File: src/rtl/dma_seq_pkg.sv
package dma_seq_pkg;

    typedef enum logic [2:0] {
        ST_IDLE,
        ST_WAIT,
        ST_REQ,
        ST_RD,
        ST_WR
    } seq_state_e;

    localparam logic [1:0] MODE_OFF   = 2'b00;
    localparam logic [1:0] MODE_BURST = 2'b01;
    localparam logic [1:0] MODE_ONCE  = 2'b10;
    localparam logic [1:0] MODE_LOOP  = 2'b11;

    localparam int CTL_DST_IO = 2;
    localparam int CTL_SRC_IO = 3;
    localparam int CTL_PRB_WR = 4;

endpackage

File: src/rtl/dma_pacer.sv
module dma_pacer #(
    parameter int PW = 16
) (
    input  logic          clk,
    input  logic          rst_n,
    input  logic          run,
    input  logic          use_slow,
    input  logic          tick_fast,
    input  logic          tick_slow,
    input  logic          take,
    input  logic [PW-1:0] period,
    output logic          pend
);

    typedef struct packed {
        logic [PW-1:0] cnt;
        logic          pend;
    } pacer_t;

    pacer_t pc_d, pc_q;
    logic   tick;
    logic   expire;

    always_comb begin
        pc_d   = pc_q;
        tick   = use_slow ? tick_slow : tick_fast;
        expire = tick && (pc_q.cnt == period - PW'(1));
        if (!run) begin
            pc_d = '0;
        end else begin
            if (tick) pc_d.cnt = expire ? '0 : pc_q.cnt + PW'(1);
            pc_d.pend = expire || (pc_q.pend && !take);
        end
    end

    always_ff @(posedge clk or negedge rst_n) begin
        if (!rst_n) pc_q <= '0;
        else        pc_q <= pc_d;
    end

    assign pend = pc_q.pend;

endmodule

File: src/rtl/dma_probe.sv
module dma_probe #(
    parameter int AW = 16
) (
    input  logic          clk,
    input  logic          rst_n,
    input  logic          rd_fire,
    input  logic          wr_fire,
    input  logic          on_wr,
    input  logic [AW-1:0] rd_addr,
    input  logic [AW-1:0] wr_addr,
    input  logic [AW-1:0] watch,
    output logic          hit
);

    logic hit_d, hit_q;

    always_comb begin
        if (on_wr) hit_d = wr_fire && (wr_addr == watch);
        else       hit_d = rd_fire && (rd_addr == watch);
    end

    always_ff @(posedge clk or negedge rst_n) begin
        if (!rst_n) hit_q <= 1'b0;
        else        hit_q <= hit_d;
    end

    assign hit = hit_q;

endmodule

File: src/rtl/dma_seq.sv
module dma_seq
    import dma_seq_pkg::*;
#(
    parameter int AW = 16,
    parameter int DW = 8,
    parameter int LW = 16,
    parameter int PW = 16
) (
    input  logic          clk,
    input  logic          rst_n,
    input  logic [7:0]    ctrl_i,
    input  logic [AW-1:0] src_addr_i,
    input  logic [AW-1:0] dst_addr_i,
    input  logic [LW-1:0] len_i,
    input  logic [PW-1:0] presc_i,
    input  logic [AW-1:0] probe_addr_i,
    input  logic          tick_fast_i,
    input  logic          tick_slow_i,
    output logic          bus_req_o,
    input  logic          bus_gnt_i,
    output logic [AW-1:0] addr_o,
    input  logic [DW-1:0] rdata_i,
    output logic [DW-1:0] wdata_o,
    output logic          mem_rd_o,
    output logic          mem_wr_o,
    output logic          io_rd_o,
    output logic          io_wr_o,
    output logic          cpu_hold_o,
    output logic          busy_o,
    output logic          probe_hit_o
);

    localparam int CW = LW + 1;

    typedef struct packed {
        seq_state_e    st;
        logic [1:0]    mode;
        logic          sio;
        logic          dio;
        logic          pwr;
        logic [AW-1:0] src;
        logic [AW-1:0] dst;
        logic [CW-1:0] rem;
        logic [DW-1:0] data;
        logic [1:0]    prev;
    } core_t;

    core_t         c_d, c_q;
    logic          take;
    logic          pend;
    logic          start;
    logic [CW-1:0] full_len;
    logic [1:0]    mode_in;

    assign mode_in  = ctrl_i[1:0];
    assign full_len = (len_i == '0) ? (CW'(1) << LW) : CW'(len_i);
    assign start    = (c_q.st == ST_IDLE) && (mode_in != MODE_OFF) && (c_q.prev == MODE_OFF);

    always_comb begin
        c_d      = c_q;
        c_d.prev = mode_in;
        take     = 1'b0;
        unique case (c_q.st)
            ST_IDLE: begin
                if (start) begin
                    c_d.mode = mode_in;
                    c_d.sio  = ctrl_i[CTL_SRC_IO];
                    c_d.dio  = ctrl_i[CTL_DST_IO];
                    c_d.pwr  = ctrl_i[CTL_PRB_WR];
                    c_d.src  = src_addr_i;
                    c_d.dst  = dst_addr_i;
                    c_d.rem  = full_len;
                    c_d.st   = (mode_in == MODE_BURST) ? ST_REQ : ST_WAIT;
                end
            end
            ST_WAIT: begin
                if (pend) begin
                    take   = 1'b1;
                    c_d.st = ST_REQ;
                end
            end
            ST_REQ: begin
                if (bus_gnt_i) c_d.st = ST_RD;
            end
            ST_RD: begin
                c_d.data = rdata_i;
                c_d.st   = ST_WR;
            end
            ST_WR: begin
                c_d.rem = c_q.rem - CW'(1);
                if (!c_q.sio) c_d.src = c_q.src + AW'(1);
                if (!c_q.dio) c_d.dst = c_q.dst + AW'(1);
                if (c_q.rem == CW'(1)) begin
                    if (c_q.mode == MODE_LOOP) begin
                        c_d.src = src_addr_i;
                        c_d.dst = dst_addr_i;
                        c_d.rem = full_len;
                        c_d.st  = ST_WAIT;
                    end else begin
                        c_d.st  = ST_IDLE;
                    end
                end else begin
                    c_d.st = (c_q.mode == MODE_BURST) ? ST_REQ : ST_WAIT;
                end
            end
            default: c_d.st = ST_IDLE;
        endcase
        if (c_q.st != ST_IDLE && mode_in == MODE_OFF) c_d.st = ST_IDLE;
    end

    always_ff @(posedge clk or negedge rst_n) begin
        if (!rst_n) begin
            c_q    <= '0;
            c_q.st <= ST_IDLE;
        end else begin
            c_q    <= c_d;
        end
    end

    dma_pacer #(.PW(PW)) i_pacer (
        .clk       (clk),
        .rst_n     (rst_n),
        .run       ((c_q.st != ST_IDLE) && c_q.mode[1]),
        .use_slow  (c_q.sio || c_q.dio),
        .tick_fast (tick_fast_i),
        .tick_slow (tick_slow_i),
        .take      (take),
        .period    (presc_i),
        .pend      (pend)
    );

    dma_probe #(.AW(AW)) i_probe (
        .clk     (clk),
        .rst_n   (rst_n),
        .rd_fire (c_q.st == ST_RD),
        .wr_fire (c_q.st == ST_WR),
        .on_wr   (c_q.pwr),
        .rd_addr (c_q.src),
        .wr_addr (c_q.dst),
        .watch   (probe_addr_i),
        .hit     (probe_hit_o)
    );

    assign busy_o     = (c_q.st != ST_IDLE);
    assign bus_req_o  = (c_q.st == ST_REQ) || (c_q.st == ST_RD) || (c_q.st == ST_WR);
    assign cpu_hold_o = busy_o && (c_q.mode == MODE_BURST);
    assign mem_rd_o   = (c_q.st == ST_RD) && !c_q.sio;
    assign io_rd_o    = (c_q.st == ST_RD) &&  c_q.sio;
    assign mem_wr_o   = (c_q.st == ST_WR) && !c_q.dio;
    assign io_wr_o    = (c_q.st == ST_WR) &&  c_q.dio;
    assign addr_o     = (c_q.st == ST_RD) ? c_q.src : ((c_q.st == ST_WR) ? c_q.dst : '0);
    assign wdata_o    = (c_q.st == ST_WR) ? c_q.data : '0;

endmodule

File: config.mk
export PLATFORM = sky130hd
export DESIGN_NAME = dma_seq
export DESIGN_NICKNAME = d
export VERILOG_FILES = /design/src/rtl/dma_seq_pkg.sv /design/src/rtl/dma_pacer.sv /design/src/rtl/dma_probe.sv /design/src/rtl/dma_seq.sv
export SDC_FILE = /design/constraint.sdc
export NUM_CORES = 1
export LEC_CHECK = 0
export ABC_AREA = 1
export BUFFER_PORTS_ARGS = -buffer_cell sky130_fd_sc_hd__buf_4
export CAP_MARGIN = 30
export CORE_AREA = 2 2 86 171
export DETAILED_ROUTE_END_ITERATION = 10
export DIE_AREA = 0 0 88 173
export GPL_ROUTABILITY_DRIVEN = 0
export PLACE_DENSITY_LB_ADDON = 0.1
export SLEW_MARGIN = 10
export SYNTH_ARGS = -nofsm -noshare
export SYNTH_HDL_FRONTEND = slang
export SYNTH_SLANG_ARGS = --single-unit
File: constraint.sdc
create_clock -name clk -period 2.1 [get_ports clk]
set_clock_uncertainty 0.05 [all_clocks]
set_input_delay 0.21 -clock clk [delete_from_list [all_inputs] [get_ports clk]]
set_output_delay 0.21 -clock clk [all_outputs]
set_load 0.01 [all_outputs]
# Word level (Yosys, flattened, before mapping)
# Cells that the tools add are included.
[classes]
reduce_logical = 30
eq_ne = 16
n_mux = 25
n_addsub = 5
[ops]
columns = ["operator", "n"]
rows = [
  ["2-to-1 mux 49 bit", 2],
  ["case mux 49 bit (2 select lines)", 1],
  ["2-to-1 mux 16 bit", 6],
  ["2-to-1 mux 57 bit", 1],
  ["adder 16 x 1 -> 16 bit (second input constant)", 3],
  ["== test 16 bit", 3],
  ["2-to-1 mux 17 bit", 2],
  ["== test 17 x 1 -> 1 bit (second input constant)", 1],
  ["subtractor 17 x 1 -> 17 bit (second input constant)", 1],
  ["zero test 16 bit", 1],
  ["subtractor 16 x 1 -> 16 bit (second input constant)", 1],
  ["case mux 3 bit (5 select lines)", 1],
  ["logical AND 1 bit", 13],
  ["2-to-1 mux 3 bit", 3],
  ["2-to-1 mux 8 bit", 1],
  ["== test 3 x 2 -> 1 bit (second input constant)", 2],
  ["2-to-1 mux 2 bit", 3],
  ["!= test 3 x 2 -> 1 bit (second input constant)", 2],
  ["2-to-1 mux 1 bit", 5],
  ["== test 2 x 1 -> 1 bit (second input constant)", 2],
  ["zero test 2 bit", 2],
  ["logical OR 1 bit", 4],
  ["!= test 2 bit (second input constant)", 2],
  ["AND reduction 2 bit", 2],
  ["9 further kinds", 12],
]
[word_totals]
register_bits = 85
output_inout_bits = 32
in_bits = 101
wordCells = 89

# Logic depth before layout (Yosys ltp)
[depth]
depth_word = 6
mapped_depth = 14
ltp_nobuf = 14

# Hierarchy
# A second synthesis with hierarchy kept.
[unflattened]
cells_unflattened = 1253
hier_area_um2 = 7413.4
[by_module_without_submodules]
columns = ["module", "n_inst", "area_each_um2", "seq_area_each_um2", "cells_each"]
rows = [
  ["dma_seq", 1, 4904.7, 1676.6, 770],
  ["dma_pacer", 1, 1876.8, 425.4, 331],
  ["dma_probe", 1, 631.9, 25.0, 152],
]

# Worst setup path after synthesis
# OpenSTA, ideal clock, no wires.
[synth_timing]
path_kind = "input to register"
startpoint = "input port presc_i[0]"
endpoint = "register i_pacer.pc_q[11] (netlist name)"
path_stages = 14
required_time_ns = 1.931
setup_slack_ns = 0.371
setup_ns = 0.119
t_arrival_ns = 1.560
path_buffers = 1
cell_sequence = "inv_1 -> ha_1 -> nand2_4 -> nor2_8 -> nand2_1 -> nand2_1 -> nand2_2 -> inv_2 -> nand2_2 -> nor2_4 -> nand3_4 -> buf_6 -> nand4_1 -> nand2_1"
[synth_between]
elab_chain_len = 6
[synth_lines]
columns = ["item", "line", "rtl"]
rows = [
  ["from (decl)", "dma_seq.sv:15", "input logic [PW-1:0] presc_i,"],
  ["subtractor 16 x 1 -> 16 bit", "dma_pacer.sv:27", "expire = tick && (pc_q.cnt == period - PW'(1));"],
  ["== test 16 bit", "dma_pacer.sv:27", ""],
  ["logical AND 1 bit", "dma_pacer.sv:27", ""],
  ["2-to-1 mux 16 bit (2 in series)", "dma_pacer.sv:31", "if (tick) pc_d.cnt = expire ? '0 : pc_q.cnt + PW'(1);"],
  ["2-to-1 mux 17 bit", "dma_pacer.sv:28", "if (!run) begin"],
  ["to (signal assigned)", "dma_pacer.sv:38", "else pc_q <= pc_d;"],
  ["to (decl)", "dma_pacer.sv:20", "pacer_t pc_d, pc_q;"],
]
# No other way between the ends. The select of a mux whose other input is x is not followed.
# A chain may end at the register's enable or synchronous reset.

# Final worst setup path
[layout_timing]
startpoint = "register c_q[64] (netlist name)"
endpoint = "output port addr_o[1]"
[layout_between]
elab_chain_len = 3
elab_cells_between_ends = 4
classes_between = "eq/ne (2); mux (2)"
[layout_lines]
columns = ["item", "line", "rtl"]
rows = [
  ["from (decl)", "dma_seq.sv:48", "core_t c_d, c_q;"],
  ["== test 3 bit", "dma_seq.sv:151", "assign addr_o = (c_q.st == ST_RD) ? c_q.src : ((c_q.st == ST_WR) ? c_q.dst : '0);"],
  ["2-to-1 mux 16 bit", "dma_seq.sv:151", ""],
  ["2-to-1 mux 16 bit (*)", "dma_seq.sv:151", ""],
  ["to (decl)", "dma_seq.sv:21", "output logic [AW-1:0] addr_o,"],
]
# Mark *: on every way between the ends. The rest lies on a longest branch, timed or not.

==> impl_metrics.yaml <==
cts:
  clock_latency_ns: 0.35
  cts_buffer_depth: 2
  clock-sinks: 85
  cts_tree: "built"
  cts_root_buf: "clkbuf_16"
  htreeDepth: 3
  cts_buffers: 9
  clkTransAtPathRegs_ns: 0.07
worst_setup_path:
  critical_path.cell_chain: "inv_1 > nor3_4 > buf_4 > nand2_1 > o21ai_1 > buf_4"
  crit_buf_inv: 3
  cp_common_cell: "buf_4"
  crit_family: "buffers and inverters"
  crit_path_max_fanout: 20
  required_ns: 1.84
  cp_slowest_stage_delay_ns: 0.38
  crit_path_end_kind: "output pin"
  path_class: "flop to output pin"
  reg2regPathDepth: 12
  cpMaxStageDelayCell: "dfrtp_1"
  cp-start-kind: "flop"
  path_depth: 6
  arrival_ns: 1.84
routing:
  dr.pass1.iters: 5
  postRouteAntennaNets: 0
  drc: 0
  route.final.wire_length_um: 20700
  vias: 6866
  vias_per_cell: 5.31
  routedWlPerCell_um: 16.0
  initialDrtViolationCount: 322
sta:
  fmax_ghz: 0.477
  tightest_slew_ns: 0.514
  whs_ns: 0.0145
  rsz0062_at_grt: "true"
  report.final.setup_viol: 0
  final-hold-violation-count: 0
  relSlewSlack: 0.654
  fin_crit_sh: 0.998
  fin_crit_ns: 2.10
  setup-tns-final_ns: 0
  slew_viol_final: 0
yosys:
  synth_common_cells: "nand2_1 (247), inv_1 (120), nor2_1 (98)"
  syn_area_mm2: 0.00659
  synthAdderAreaFrac: 0.0114
  avgSynthCellArea_um2: 6.91
  synth_top_area_frac: 0.323
  synthSimpleGateAreaFrac: 0.361
  synth_compound_area_frac: 0.127
  ys_seq_area_frac: 0.323
  mappedNetlistNets: 1061
  async_flop_share: 1.00
  yosysUniqueCellTypes: 51
  dominantRegCellSynth: "dfrtp_1"
  synth_warnings: 0
  synth_xor_area_frac: 0.0745
  synth_top_cell_by_area: "dfrtp_1"
  synth.most_common_cell: "nand2_1"
  synth_edf_count: 0
  ys_ff_latch: 85
  synth_top_family_by_area: "simple AND/OR/NAND/NOR gates"
  synthCells: 954
  synthMuxAreaShare: 0
  synth_area_leaders: "dfrtp_1 (32%), nand2_1 (14%), inv_1 (6.8%), xor2_1 (6.0%), nor2_1 (5.6%)"
floorplan:
  core_area_mm2: 0.0138
  die_width_um: 88
  dieArea_mm2: 0.0152
  die_h_um: 173
  rows: 61
  floorplan.initialDensity: 0.477
  io_pins: 133
pwr:
  design_power_total_w: 0.00816
  peakVddDrop_uv: 661
  cellPowerDensity_mw_per_mm2: 988
  leakage_nw: 4.03
hold_path:
  holdCritPathClass: "input pin to flop"
  whs_path_depth: 3
cells_and_area:
  fin_util: 0.598
  syn_to_final_growth_pct: 25.3
  n_antenna_cell: 0
  nets: 1205
  drive_gt1_frac: 0.215
global_route:
  grt_max_degree: 41
  grt_util_all_layers: 0.280
  antenna_found_initial: 0
  grt_first_pass_wirelength_um: 33200
  grt_pass1_vias: 6971
  grt_overflow: 0
run:
  cap_violations: 0
placement:
  numPortBuffers: 129
  hpwl_um: 16400
run_status:
  status: "complete, no violations"
sequential cells by signal, summed over array words and instances, names as in the netlist:
signal / cells
i_pacer.pc_q: 16
i_probe.hit: 1
c_q: 67
i_pacer.pend: 1
kinds of logic (layout without fill, tap and decap cells):
logic type | Yosys count | after routing
compound gates | 129 | 129
xor+xnor | 56 | 56
fa+ha+maj | 6 | 6
buf+inv | 160 | 309
flops | 85 | 85
simple gates | 518 | 518
final cells by class:
| cell class | instances | area (um2) |
|---|---|---|
| fillers | 1377 | 5560 |
| multi-input cells | 709 | 3800 |
| flip-flops and latches | 85 | 2130 |
| repair buffers | 166 | 1290 |
| inverters | 127 | 487 |
| well taps | 189 | 236 |
| clock buffers | 10 | 229 |
| clock inverters | 6 | 72.6 |
worst paths after layout:
path                                startpoint  slack (ns)             endpoint
setup / recovery           c_q[64]$_DFFE_PN0P_       0.004            addr_o[1]
hold / removal                      rdata_i[3]        0.01   c_q[5]$_DFFE_PN0P_
setup reg to reg           c_q[18]$_DFFE_PN0P_        0.15  c_q[23]$_DFFE_PN0P_
hold reg to reg             c_q[5]$_DFFE_PN0P_        0.49   c_q[5]$_DFFE_PN0P_
max in group asynchronous                rst_n        1.10  c_q[16]$_DFFE_PN0P_
min in group asynchronous                rst_n        0.29  c_q[50]$_DFFE_PN0P_
per-layer routing:
metal  global-route usage  share of wire
met3               0.0344          0.042
met4                0.146          0.050
met5                    0              0
met2                0.528           0.56
met1                0.285           0.35
cells in the final DEF, fill, tap and decap left out, types with 4 or more instances in the layout:
cell and count:
a21oi_1 11, a221oi_1 4, a22oi_1 4, buf_4 159
clkbuf_16 9, clkinvlp_4 4, dfrtp_1 83, ha_1 6
inv_1 119, inv_2 5, nand2_1 246, nand2_2 10
nand2_4 4, nand3_1 66, nand4_1 30, nor2_1 96
nor2_2 13, nor2_4 8, nor3_1 21, nor4_1 9
o211ai_1 17, o21ai_0 36, o21ai_1 8, o221ai_1 8
o22ai_1 28, xnor2_1 11, xor2_1 45
per-stage QoR:
stage	std cells	setup WS, ns	area, um2
4_1_cts	1292	0.0419	8230
3_5_place_dp	1271	0.0670	7880
6_report	1292	0.00414	8250
2_1_floorplan	954	0.371	6590
5_1_grt	1292	-0.0492	8250
3_3_place_gp	1271	0.0884	7880
what timing repair did:
| item | CTS | global route |
|---|---|---|
| hold buffers | 3 | 0 |
| gates resized for setup | 3 | 9 |
| setup buffers | 2 | 0 |
| hold endpoints to repair | 31 | 0 |
| setup endpoints to repair | 5 | 12 |
power breakdown:
part / leakage (nW) / switching (W) / internal (W)
Clock: 0.137 / 0.000703 / 0.000933
Sequential: 1.06 / 0.000648 / 0.00224
Combinational: 2.83 / 0.00221 / 0.00143
Total: 4.03 / 0.00356 / 0.00460
worst register-to-register path, stage by stage, from the launching register on:
cell and delay (ns):
dfrtp_1 0.42, nor2_2 0.18, nand2_2 0.10, nor2_4 0.16, nand3b_4 0.11, nor2_2 0.10, nand2_2 0.09, nand2_4 0.12
nand2_4 0.09, clkinv_2 0.12, buf_4 0.19, nand2_1 0.08, o211ai_1 0.08
Power figures use the tool's default switching activity.
